**config.mk**
```make
export PLATFORM = sky130hd
export DESIGN_NAME = psc_scan_top
export DESIGN_NICKNAME = d
export VERILOG_FILES = /design/src/rtl/psc_pkg.sv /design/src/rtl/psc_op.sv /design/src/rtl/psc_switch.sv /design/src/rtl/psc_stage.sv /design/src/rtl/psc_scan_top.sv
export SDC_FILE = /design/constraint.sdc
export NUM_CORES = 1
export LEC_CHECK = 0
export BUFFER_PORTS_ARGS = -buffer_cell sky130_fd_sc_hd__buf_2
export CAP_MARGIN = 20
export CORE_ASPECT_RATIO = 1.1
export CORE_MARGIN = 1.5
export CORE_UTILIZATION = 35
export DETAILED_ROUTE_END_ITERATION = 6
export SLEW_MARGIN = 20
export SYNTH_ARGS = -nofsm -noshare
export SYNTH_HDL_FRONTEND = slang
export SYNTH_HIERARCHICAL = 1
export SYNTH_SLANG_ARGS = --single-unit
export TNS_END_PERCENT = 5
```
**constraint.sdc**
```tcl
create_clock -name clk -period 3.95 [get_ports clk]
set_clock_uncertainty 0.15 [all_clocks]
set_input_delay 0.79 -clock clk [delete_from_list [all_inputs] [get_ports clk]]
set_output_delay 0.79 -clock clk [all_outputs]
set_load 0.1 [all_outputs]
```
**src/rtl/psc_pkg.sv**
```systemverilog
package psc_pkg;

  typedef enum logic [1:0] {
    PSC_ADD = 2'd0,
    PSC_MAX = 2'd1,
    PSC_OR  = 2'd2,
    PSC_XOR = 2'd3
  } psc_op_e;

  // Number of radix-r stages needed to span n lanes.
  function automatic int psc_stages(input int n, input int r);
    int span;
    int cnt;
    span = 1;
    cnt  = 0;
    while (span < n) begin
      span = span * r;
      cnt  = cnt + 1;
    end
    return cnt;
  endfunction

endpackage

```
**src/rtl/psc_op.sv**
```systemverilog
module psc_op #(
  parameter int              W  = 8,
  parameter psc_pkg::psc_op_e OP = psc_pkg::PSC_ADD
) (
  input  logic [W-1:0] a,
  input  logic [W-1:0] b,
  output logic [W-1:0] y
);
  import psc_pkg::*;

  // a is always the lower-index operand
  generate
    if (OP == PSC_ADD) begin : g_add
      assign y = a + b;
    end else if (OP == PSC_MAX) begin : g_max
      assign y = (a > b) ? a : b;
    end else if (OP == PSC_OR) begin : g_or
      assign y = a | b;
    end else begin : g_xor
      assign y = a ^ b;
    end
  endgenerate

endmodule

```
**src/rtl/psc_switch.sv**
```systemverilog
module psc_switch #(
  parameter int              W  = 8,
  parameter int              R  = 2,
  parameter psc_pkg::psc_op_e OP = psc_pkg::PSC_ADD
) (
  input  logic [R-1:0][W-1:0] excl_i,
  input  logic [R-1:0][W-1:0] tot_i,
  output logic [R-1:0][W-1:0] excl_o,
  output logic [W-1:0]        tot_o
);
  // run[d] = combination of sub-block totals 0..d-1 (identity for d=0)
  logic [R:0][W-1:0] run;

  assign run[0] = '0;

  genvar d;
  generate
    for (d = 0; d < R; d++) begin : g_port
      psc_op #(.W(W), .OP(OP)) u_run (
        .a(run[d]),
        .b(tot_i[d]),
        .y(run[d+1])
      );
      psc_op #(.W(W), .OP(OP)) u_merge (
        .a(run[d]),
        .b(excl_i[d]),
        .y(excl_o[d])
      );
    end
  endgenerate

  assign tot_o = run[R];

endmodule

```
**src/rtl/psc_stage.sv**
```systemverilog
module psc_stage #(
  parameter int              W     = 8,
  parameter int              N     = 8,
  parameter int              R     = 2,
  parameter int              S_IDX = 0,
  parameter psc_pkg::psc_op_e OP    = psc_pkg::PSC_ADD
) (
  input  logic                clk,
  input  logic                rst_n,
  input  logic                vld_i,
  input  logic [N-1:0][W-1:0] excl_i,
  input  logic [N-1:0][W-1:0] tot_i,
  input  logic [N-1:0][W-1:0] own_i,
  output logic                vld_o,
  output logic [N-1:0][W-1:0] excl_o,
  output logic [N-1:0][W-1:0] tot_o,
  output logic [N-1:0][W-1:0] own_o
);
  localparam int BLK  = R ** S_IDX;   // sub-block size entering this stage
  localparam int NSW  = N / R;        // switches per stage

  logic [N-1:0][W-1:0] excl_n;
  logic [N-1:0][W-1:0] tot_n;

  genvar k, d;
  generate
    for (k = 0; k < NSW; k++) begin : g_sw
      localparam int GRP  = k / BLK;
      localparam int POS  = k % BLK;
      localparam int BASE = GRP * BLK * R + POS;

      logic [R-1:0][W-1:0] sw_excl_i;
      logic [R-1:0][W-1:0] sw_tot_i;
      logic [R-1:0][W-1:0] sw_excl_o;
      logic [W-1:0]        sw_tot_o;

      for (d = 0; d < R; d++) begin : g_wire
        assign sw_excl_i[d]           = excl_i[BASE + d*BLK];
        assign sw_tot_i[d]            = tot_i[BASE + d*BLK];
        assign excl_n[BASE + d*BLK]   = sw_excl_o[d];
        assign tot_n[BASE + d*BLK]    = sw_tot_o;
      end

      psc_switch #(.W(W), .R(R), .OP(OP)) u_sw (
        .excl_i(sw_excl_i),
        .tot_i (sw_tot_i),
        .excl_o(sw_excl_o),
        .tot_o (sw_tot_o)
      );
    end
  endgenerate

  always_ff @(posedge clk or negedge rst_n) begin
    if (!rst_n) begin
      vld_o <= 1'b0;
    end else begin
      vld_o <= vld_i;
    end
  end

  always_ff @(posedge clk or negedge rst_n) begin
    if (!rst_n) begin
      excl_o <= '0;
      tot_o  <= '0;
      own_o  <= '0;
    end else if (vld_i) begin
      excl_o <= excl_n;
      tot_o  <= tot_n;
      own_o  <= own_i;
    end
  end

  // Data registers only move with a travelling valid
  p_stage_hold_r7: assert property (@(posedge clk) disable iff (!rst_n)
    !vld_i |=> ($stable(excl_o) && $stable(tot_o) && $stable(own_o)));

  // Valid advances exactly one stage per clock
  p_stage_step_r5: assert property (@(posedge clk) disable iff (!rst_n)
    vld_i |=> vld_o);

endmodule

```
**src/rtl/psc_scan_top.sv**
```systemverilog
module psc_scan_top #(
  parameter int              W  = 8,
  parameter int              N  = 8,
  parameter int              R  = 2,
  parameter psc_pkg::psc_op_e OP = psc_pkg::PSC_ADD
) (
  input  logic           clk,
  input  logic           rst_n,
  input  logic           in_valid,
  input  logic [N*W-1:0] in_data,
  output logic           out_valid,
  output logic [N*W-1:0] out_data
);
  import psc_pkg::*;

  localparam int S = psc_stages(N, R);

  // Capture register
  logic                vld0_q;
  logic [N-1:0][W-1:0] own0_q;

  always_ff @(posedge clk or negedge rst_n) begin
    if (!rst_n) begin
      vld0_q <= 1'b0;
    end else begin
      vld0_q <= in_valid;
    end
  end

  always_ff @(posedge clk or negedge rst_n) begin
    if (!rst_n) begin
      own0_q <= '0;
    end else if (in_valid) begin
      own0_q <= in_data;
    end
  end

  // Pipeline: index 0 feeds the first switch stage
  logic [S:0]                vld;
  logic [S:0][N-1:0][W-1:0]  excl;
  logic [S:0][N-1:0][W-1:0]  tot;
  logic [S:0][N-1:0][W-1:0]  own;

  assign vld[0]  = vld0_q;
  assign excl[0] = '0;
  assign tot[0]  = own0_q;
  assign own[0]  = own0_q;

  genvar s, i;
  generate
    for (s = 0; s < S; s++) begin : g_stage
      psc_stage #(.W(W), .N(N), .R(R), .S_IDX(s), .OP(OP)) u_stage (
        .clk   (clk),
        .rst_n (rst_n),
        .vld_i (vld[s]),
        .excl_i(excl[s]),
        .tot_i (tot[s]),
        .own_i (own[s]),
        .vld_o (vld[s+1]),
        .excl_o(excl[s+1]),
        .tot_o (tot[s+1]),
        .own_o (own[s+1])
      );
    end
  endgenerate

  // Final per-lane combine: exclusive prefix on the left, own value on the right
  logic [N-1:0][W-1:0] res_n;

  generate
    for (i = 0; i < N; i++) begin : g_final
      psc_op #(.W(W), .OP(OP)) u_fin (
        .a(excl[S][i]),
        .b(own[S][i]),
        .y(res_n[i])
      );
    end
  endgenerate

  logic                out_vld_q;
  logic [N-1:0][W-1:0] out_q;

  always_ff @(posedge clk or negedge rst_n) begin
    if (!rst_n) begin
      out_vld_q <= 1'b0;
    end else begin
      out_vld_q <= vld[S];
    end
  end

  always_ff @(posedge clk or negedge rst_n) begin
    if (!rst_n) begin
      out_q <= '0;
    end else if (vld[S]) begin
      out_q <= res_n;
    end
  end

  assign out_valid = out_vld_q;
  assign out_data  = out_q;

  // ---------------- assertions ----------------

  // Lane 0 passes its own input through
  p_lane0_r2: assert property (@(posedge clk) disable iff (!rst_n)
    out_valid |-> (out_q[0] == $past(own[S][0])));

  // Top lane equals the block total carried by the network
  p_total_r1: assert property (@(posedge clk) disable iff (!rst_n)
    out_valid |-> (out_q[N-1] == $past(tot[S][N-1])));

  // Output held when no new result arrives
  p_out_hold_r7: assert property (@(posedge clk) disable iff (!rst_n)
    !vld[S] |=> $stable(out_q));

  // Neighbouring lanes differ by exactly one operator step
  generate
    for (i = 1; i < N; i++) begin : g_chk
      if (OP == PSC_ADD) begin : g_a
        p_step_r3: assert property (@(posedge clk) disable iff (!rst_n)
          out_valid |-> (out_q[i] == W'(out_q[i-1] + $past(own[S][i]))));
      end else if (OP == PSC_MAX) begin : g_m
        p_step_r3: assert property (@(posedge clk) disable iff (!rst_n)
          out_valid |-> ((out_q[i] >= out_q[i-1]) &&
                         (out_q[i] >= $past(own[S][i]))));
      end else if (OP == PSC_OR) begin : g_o
        p_step_r3: assert property (@(posedge clk) disable iff (!rst_n)
          out_valid |-> (out_q[i] == (out_q[i-1] | $past(own[S][i]))));
      end else begin : g_x
        p_step_r3: assert property (@(posedge clk) disable iff (!rst_n)
          out_valid |-> (out_q[i] == (out_q[i-1] ^ $past(own[S][i]))));
      end
    end
  endgenerate

endmodule

```
==> flow_summary.json, run 1 <==
{
  "status": "finished clean",
  "yosys_warnings": 6,
  "clk_path_buf_depth": 3,
  "io_buffers": 131,
  "p_sw_frac": 0.427,
  "hold_viol": 0,
  "p_clk_frac": 0.163,
  "hold_class": "input pin to flop",
  "peakVddDrop_mv": 1.04,
  "p_leak_nw": 20.1,
  "min_period_over_period": 0.734,
  "row_count": 127,
  "clkSinkCount": 557,
  "die_w_microns": 320,
  "path_class": "flop to flop",
  "rsz0062_at_grt": "no",
  "holdPathStages": 2,
  "dp_hpwl_microns": 59200,
  "drc_errors": 0,
  "drv_cap": 0,
  "p_comb_frac": 0.597,
  "cts_root_buf": "clkbuf_16",
  "cp.required_ps": 4310,
  "cpPeakStageDelay_ps": 420,
  "grt-ovfl-total": 0,
  "path_cells": "ha_1, nor3b_1, a221oi_1, o311ai_1, ha_1, a21oi_1, o211ai_1, o2bb2ai_1, mux2_2",
  "die_h_microns": 352,
  "clk_pin_slew_ps": 60,
  "grt_pass1_vias": 25200,
  "tns_ps": 0,
  "finalCriticalPeriod_ps": 2900,
  "syn_inst": 3277,
  "path_max_fanout": 6,
  "worstSetupEndpointType": "flop",
  "clk_latency_ps": 640,
  "track_usage": 0.143,
  "routabilityCongestion": 0.833,
  "maxSlewHeadroom": 0.312,
  "die_area_sq_um": 113000,
  "p_int_mw": 22.2,
  "core_sq_um": 109000,
  "antenna_found_initial": 2,
  "rr_worst_depth": 9,
  "netlist_area_sq_um": 38700,
  "hold_ws_ps": 236,
  "worst_slew_pin_slew_ps": 1030,
  "drt_iter0_markers": 1055,
  "cts_buffers": 68,
  "vias": 25100,
  "cp_data_arrival_time_ps": 3260,
  "slew_viol_final": 0,
  "fill_cells": 10500,
  "syn_avg_cell_area_sq_um": 11.8,
  "initial_core_util": 0.354,
  "finalSetupViolations": 0,
  "cts_tree": "yes",
  "fmax_mhz": 345,
  "ant_nets": 0,
  "wl_per_cell_microns": 15.4,
  "slowest_stage": "dfrtp_1",
  "pwr_density_cell_nw_per_um2": 886,
  "ios": 132,
  "start_kind": "flop",
  "seqPwrFrac": 0.240,
  "cpMostUsedCell": "ha_1",
  "htreeDepth": 3,
  "firstDrtPassIters": 5,
  "p_sw_mw": 16.5,
  "wl_microns": 79400,
  "grt_max_degree": 90,
  "viasPerCell": 4.88,
  "nNetsFinal": 4131,
  "grt_pass1_wl_microns": 133000,
  "drive_gt1_frac": 0.234,
  "syn2layout_area_growth_pct": 13.1
}
[per-layer routing]
metal  GRT usage  part of all wire  vias up
met5           0                 0        -
met4      0.0389             0.020        0
met3      0.0202             0.031      100
met2       0.235              0.46      288
met1       0.198              0.49    12100
li1            -                 -    12600
[registers in the layout (all words and copies together) (netlist names)]
signal and cells:
out_valid 1, g_stage.u_stage/tot_o 40, g_stage.u_stage/own_o 192, own 64, vld0_q 1, out_data 64
g_stage.u_stage/vld_o 3, g_stage.u_stage/excl_o 192
[critical path: cells and delay by family, from the launching register on]
kind / cells / cell delay, ps
compound gates: 5 / 1010
fa+ha+maj: 2 / 780
flops: 1 / 420
mux: 1 / 260
simple gates: 1 / 160
[layout by cell type (no fill, tap or decap), types with 58 or more instances in the layout]
cell         n
a21oi_1    245
ha_1       343
conb_1     288
xnor2_1    107
o211ai_1   129
inv_1      245
nor2_1      67
o21ai_0    107
buf_2      129
a211oi_1    58
xor2_1      89
clkbuf_16   69
dfrtp_1    553
mux2_2     181
mux2_4     371
[area by class of cell]
cell class	count	area, sq um	area share
Multi-Input combinational cell	2644	23800	0.545
Sequential cell	557	14000	0.319
Clock buffer	89	1890	0.0432
Tap cell	1419	1780	0.0406
Timing Repair Buffer	156	1020	0.0233
Inverter	245	920	0.0210
Clock inverter	34	362	0.00826
Antenna cell	1	2.50	0.0000572
[power by group through the flow]
stage	Clock [mW]	Combinational [mW]	Sequential [mW]
floorplan	0	17.1	11.1
global placement	0	22.5	9.40
detailed placement	0	22.7	9.43
CTS	6.59	22.9	9.35
global route	6.80	25.6	9.58
finish	6.33	23.1	9.29
[worst paths after layout]
| kind | start | to | slack (ps) |
|---|---|---|---|
| worst max register to register | g_stage[0].u_stage/tot_o[14] | g_stage[1].u_stage/excl_o[23] | 1050 |
| worst min-delay path | in_data[30] | own[30] | 240 |
| worst min register to register | g_stage[1].u_stage/vld_o | g_stage[2].u_stage/vld_o | 340 |
| min in group asynchronous | rst_n | out_data[12] | 560 |
| worst max-delay path | g_stage[0].u_stage/tot_o[14] | g_stage[1].u_stage/excl_o[23] | 1050 |
| max in group asynchronous | rst_n | out_data[38] | 2040 |
[what timing repair did]
action / CTS / global route
setup buffers: 0 / 0
gates resized for setup: 0 / 0
hold buffers: 1 / 0
hold endpoints to repair: 44 / 0
[metrics by stage]
stage	worst slack (ps)	instances	util	total power, mW	instance area [sq um]
CTS	1090	5144	0.400	38.8	43700
finish	1050	5145	0.400	38.8	43800
floorplan	1260	3552	-	28.2	39700
global route	845	5145	0.400	42.0	43800
detailed placement	1100	5020	0.379	32.2	41500
global placement	1130	5020	0.379	31.9	41500
Power figures use the tool's default switching activity.
==> run 2, diff against run 1 <==
- clock period: 3.95 -> 2.55 ns (I/O delays scaled with it)
==> run 2 against run 1 <==
  * The flow now finishes with violations (setup timing)
  * Critical path depth grew 1
  * Cell count up 4.0%
  * Count of clock-buffer cells in the layout is 3 higher
  * Setup slack worse by 1200 ps
  * Routed wire length up 3.7%
  * Non-clock buffer count grew 202
  * Worst hold slack lost 210 ps
  * Utilization up 2.5 points
  * Via count rose by 3.8%
  * First-iteration DRC count down 6.4%
  * Total power rose by 66%
  * Critical endpoint is now g_stage[1].u_stage/excl_o[30]
==> flow_summary.json, run 2 (synthesis gave the netlist of run 1 again) <==
{
  "htreeDepth": 3,
  "track_usage": 0.147,
  "finalCriticalPeriod_ps": 2710,
  "mostFrequentLayoutCells": "dfrtp_1, mux2_4, ha_1",
  "finalSetupViolations": 25,
  "die_area_sq_um": 113000,
  "viasPerCell": 4.87,
  "place_area_sq_um": 42700,
  "grt_max_degree": 102,
  "p_int_mw": 37.6,
  "dp_hpwl_microns": 60600,
  "vias": 26100,
  "antenna_found_initial": 2,
  "violations": "setup timing",
  "pwr_density_cell_nw_per_um2": 1390,
  "hold_class": "input pin to flop",
  "seqPwrFrac": 0.223,
  "grt-ovfl-total": 0,
  "path_class": "flop to flop",
  "p_sw_mw": 27.0,
  "path_max_fanout": 5,
  "grt_pass1_vias": 26200,
  "wl_per_cell_microns": 15.4,
  "io_buffers": 131,
  "min_period_over_period": 1.06,
  "firstDrtPassIters": 5,
  "die_w_microns": 320,
  "worstSetupEndpointType": "flop",
  "status": "finished, violations left",
  "hold_ws_ps": 23.3,
  "p_leak_nw": 21.3,
  "hold_viol": 0,
  "peakVddDrop_mv": 1.51,
  "cts_root_buf": "clkbuf_16",
  "rsz0062_at_grt": "yes",
  "drive_gt1_frac": 0.292,
  "stdcell_area_sq_um": 46400,
  "p_comb_frac": 0.616,
  "core_sq_um": 109000,
  "path_delay_family": "compound AO/OA/AOI/OAI gates",
  "drt_iter0_markers": 987,
  "routabilityCongestion": 0.835,
  "ant_nets": 0,
  "clk_latency_ps": 630,
  "cts_buffers": 70,
  "worst_slew_pin_slew_ps": 610,
  "maxSlewHeadroom": 0.593,
  "start_kind": "flop",
  "clk_pin_slew_ps": 60,
  "wl_microns": 82300,
  "reg_top3": "g_stage.u_stage/excl_o (192), g_stage.u_stage/own_o (192)",
  "drc_errors": 0,
  "path_cells": "buf_6, ha_4, nor3b_4, a221oi_2, o311ai_4, ha_4, nor3b_4, a221oi_2, o311ai_1, mux2_4",
  "slowest_stage": "dfrtp_1",
  "slew_viol_final": 0,
  "die_h_microns": 352,
  "p_sw_frac": 0.418,
  "fmax_mhz": 368,
  "nNetsFinal": 4335,
  "timing.final.ws_setup_ps": -164,
  "clkSinkCount": 557,
  "layout_commonest_cell": "dfrtp_1",
  "initial_core_util": 0.354,
  "drv_cap": 0,
  "cpPeakStageDelay_ps": 410,
  "fill_cells": 10300,
  "cp_data_arrival_time_ps": 3070,
  "ios": 132,
  "row_count": 127,
  "crit_buf_inv": 1,
  "p_clk_frac": 0.161,
  "cp.required_ps": 2910,
  "cts_tree": "yes",
  "clk_path_buf_depth": 3,
  "grt_pass1_wl_microns": 136000,
  "syn2layout_area_growth_pct": 20.0
}
==> run 2: changes by cell type in the layout (fill, tap and decap cells not counted), moves of 13 or more <==
cell           change
ha_4              +18
a211oi_1          -15
buf_4            +131
a21oi_1           -16
ha_1              -19
dlygate4sd3_1     +58
a221oi_2          +13
a211oi_2          +14
a221oi_1          -13
a21oi_2           +15
==> run 2: layout make-up <==
type                       instances  area [sq um]  share of cell area
clock buffer                      92          1960              0.0422
tap                             1419          1780              0.0382
multi-input combinational       2644         24500               0.529
antenna                            2          5.00            0.000108
sequential                       557         14000               0.301
timing repair buffer             358          2830              0.0609
clock inverter                    34           437             0.00940
inverter                         245           920              0.0198
==> run 2: power by group through the flow <==
stage	clock (mW)	combinational (mW)	sequential (mW)
after floorplan	0	26.5	17.3
after global routing	11.1	43.8	14.8
after global placement	0	36.5	14.5
final	10.4	39.7	14.4
after CTS	10.7	38.0	14.5
after detailed placement	0	37.0	14.5
==> run 2: layer usage <==
layer | GRT usage | vias up | part of all wire | routed length, microns
met1 | 0.200 | 12600 | 0.49 | 39900
met5 | 0 | - | 0 | 0
li1 | - | 13000 | - | -
met4 | 0.0397 | 0 | 0.020 | 1640
met2 | 0.244 | 306 | 0.46 | 38200
met3 | 0.0213 | 107 | 0.031 | 2590
==> run 2: worst paths after layout <==
path / startpoint / end / slack [ps] / cells after the start
worst max-delay path: g_stage[0].u_stage/tot_o[14] / g_stage[1].u_stage/excl_o[30] / -160 / 10
worst min-delay path: in_data[42] / own[42] / 20 / 2
worst max register to register: g_stage[0].u_stage/tot_o[14] / g_stage[1].u_stage/excl_o[30] / -160 / 10
worst min register to register: g_stage[1].u_stage/own_o[17] / g_stage[2].u_stage/own_o[17] / 350 / 1
max in group asynchronous: rst_n / g_stage[1].u_stage/own_o[32] / 1140 / 3
min in group asynchronous: rst_n / g_stage[0].u_stage/excl_o[29] / 230 / 2
==> run 2: metrics by stage <==
stage / util / total power [mW] / worst slack, ps / instances / TNS, ps
3_5_place_dp: 0.390 / 51.5 / -208 / 5154 / -4150
2_1_floorplan: - / 43.8 / -21.2 / 3552 / -165
6_report: 0.425 / 64.5 / -164 / 5351 / -1820
5_1_grt: 0.425 / 69.7 / -277 / 5351 / -5710
3_3_place_gp: 0.390 / 51.0 / -199 / 5154 / -2740
4_1_cts: 0.421 / 63.2 / -140 / 5345 / -1800
==> run 2: timing repair <==
action | in CTS | in global routing
endpoints found under the hold margin | 245 | 0
gates resized for setup | 55 | 89
hold buffers | 59 | 0
endpoints found under the setup margin | 49 | 53
cloned | 0 | 0
buffers inserted | 6 | 4
pin swaps | 31 | 57
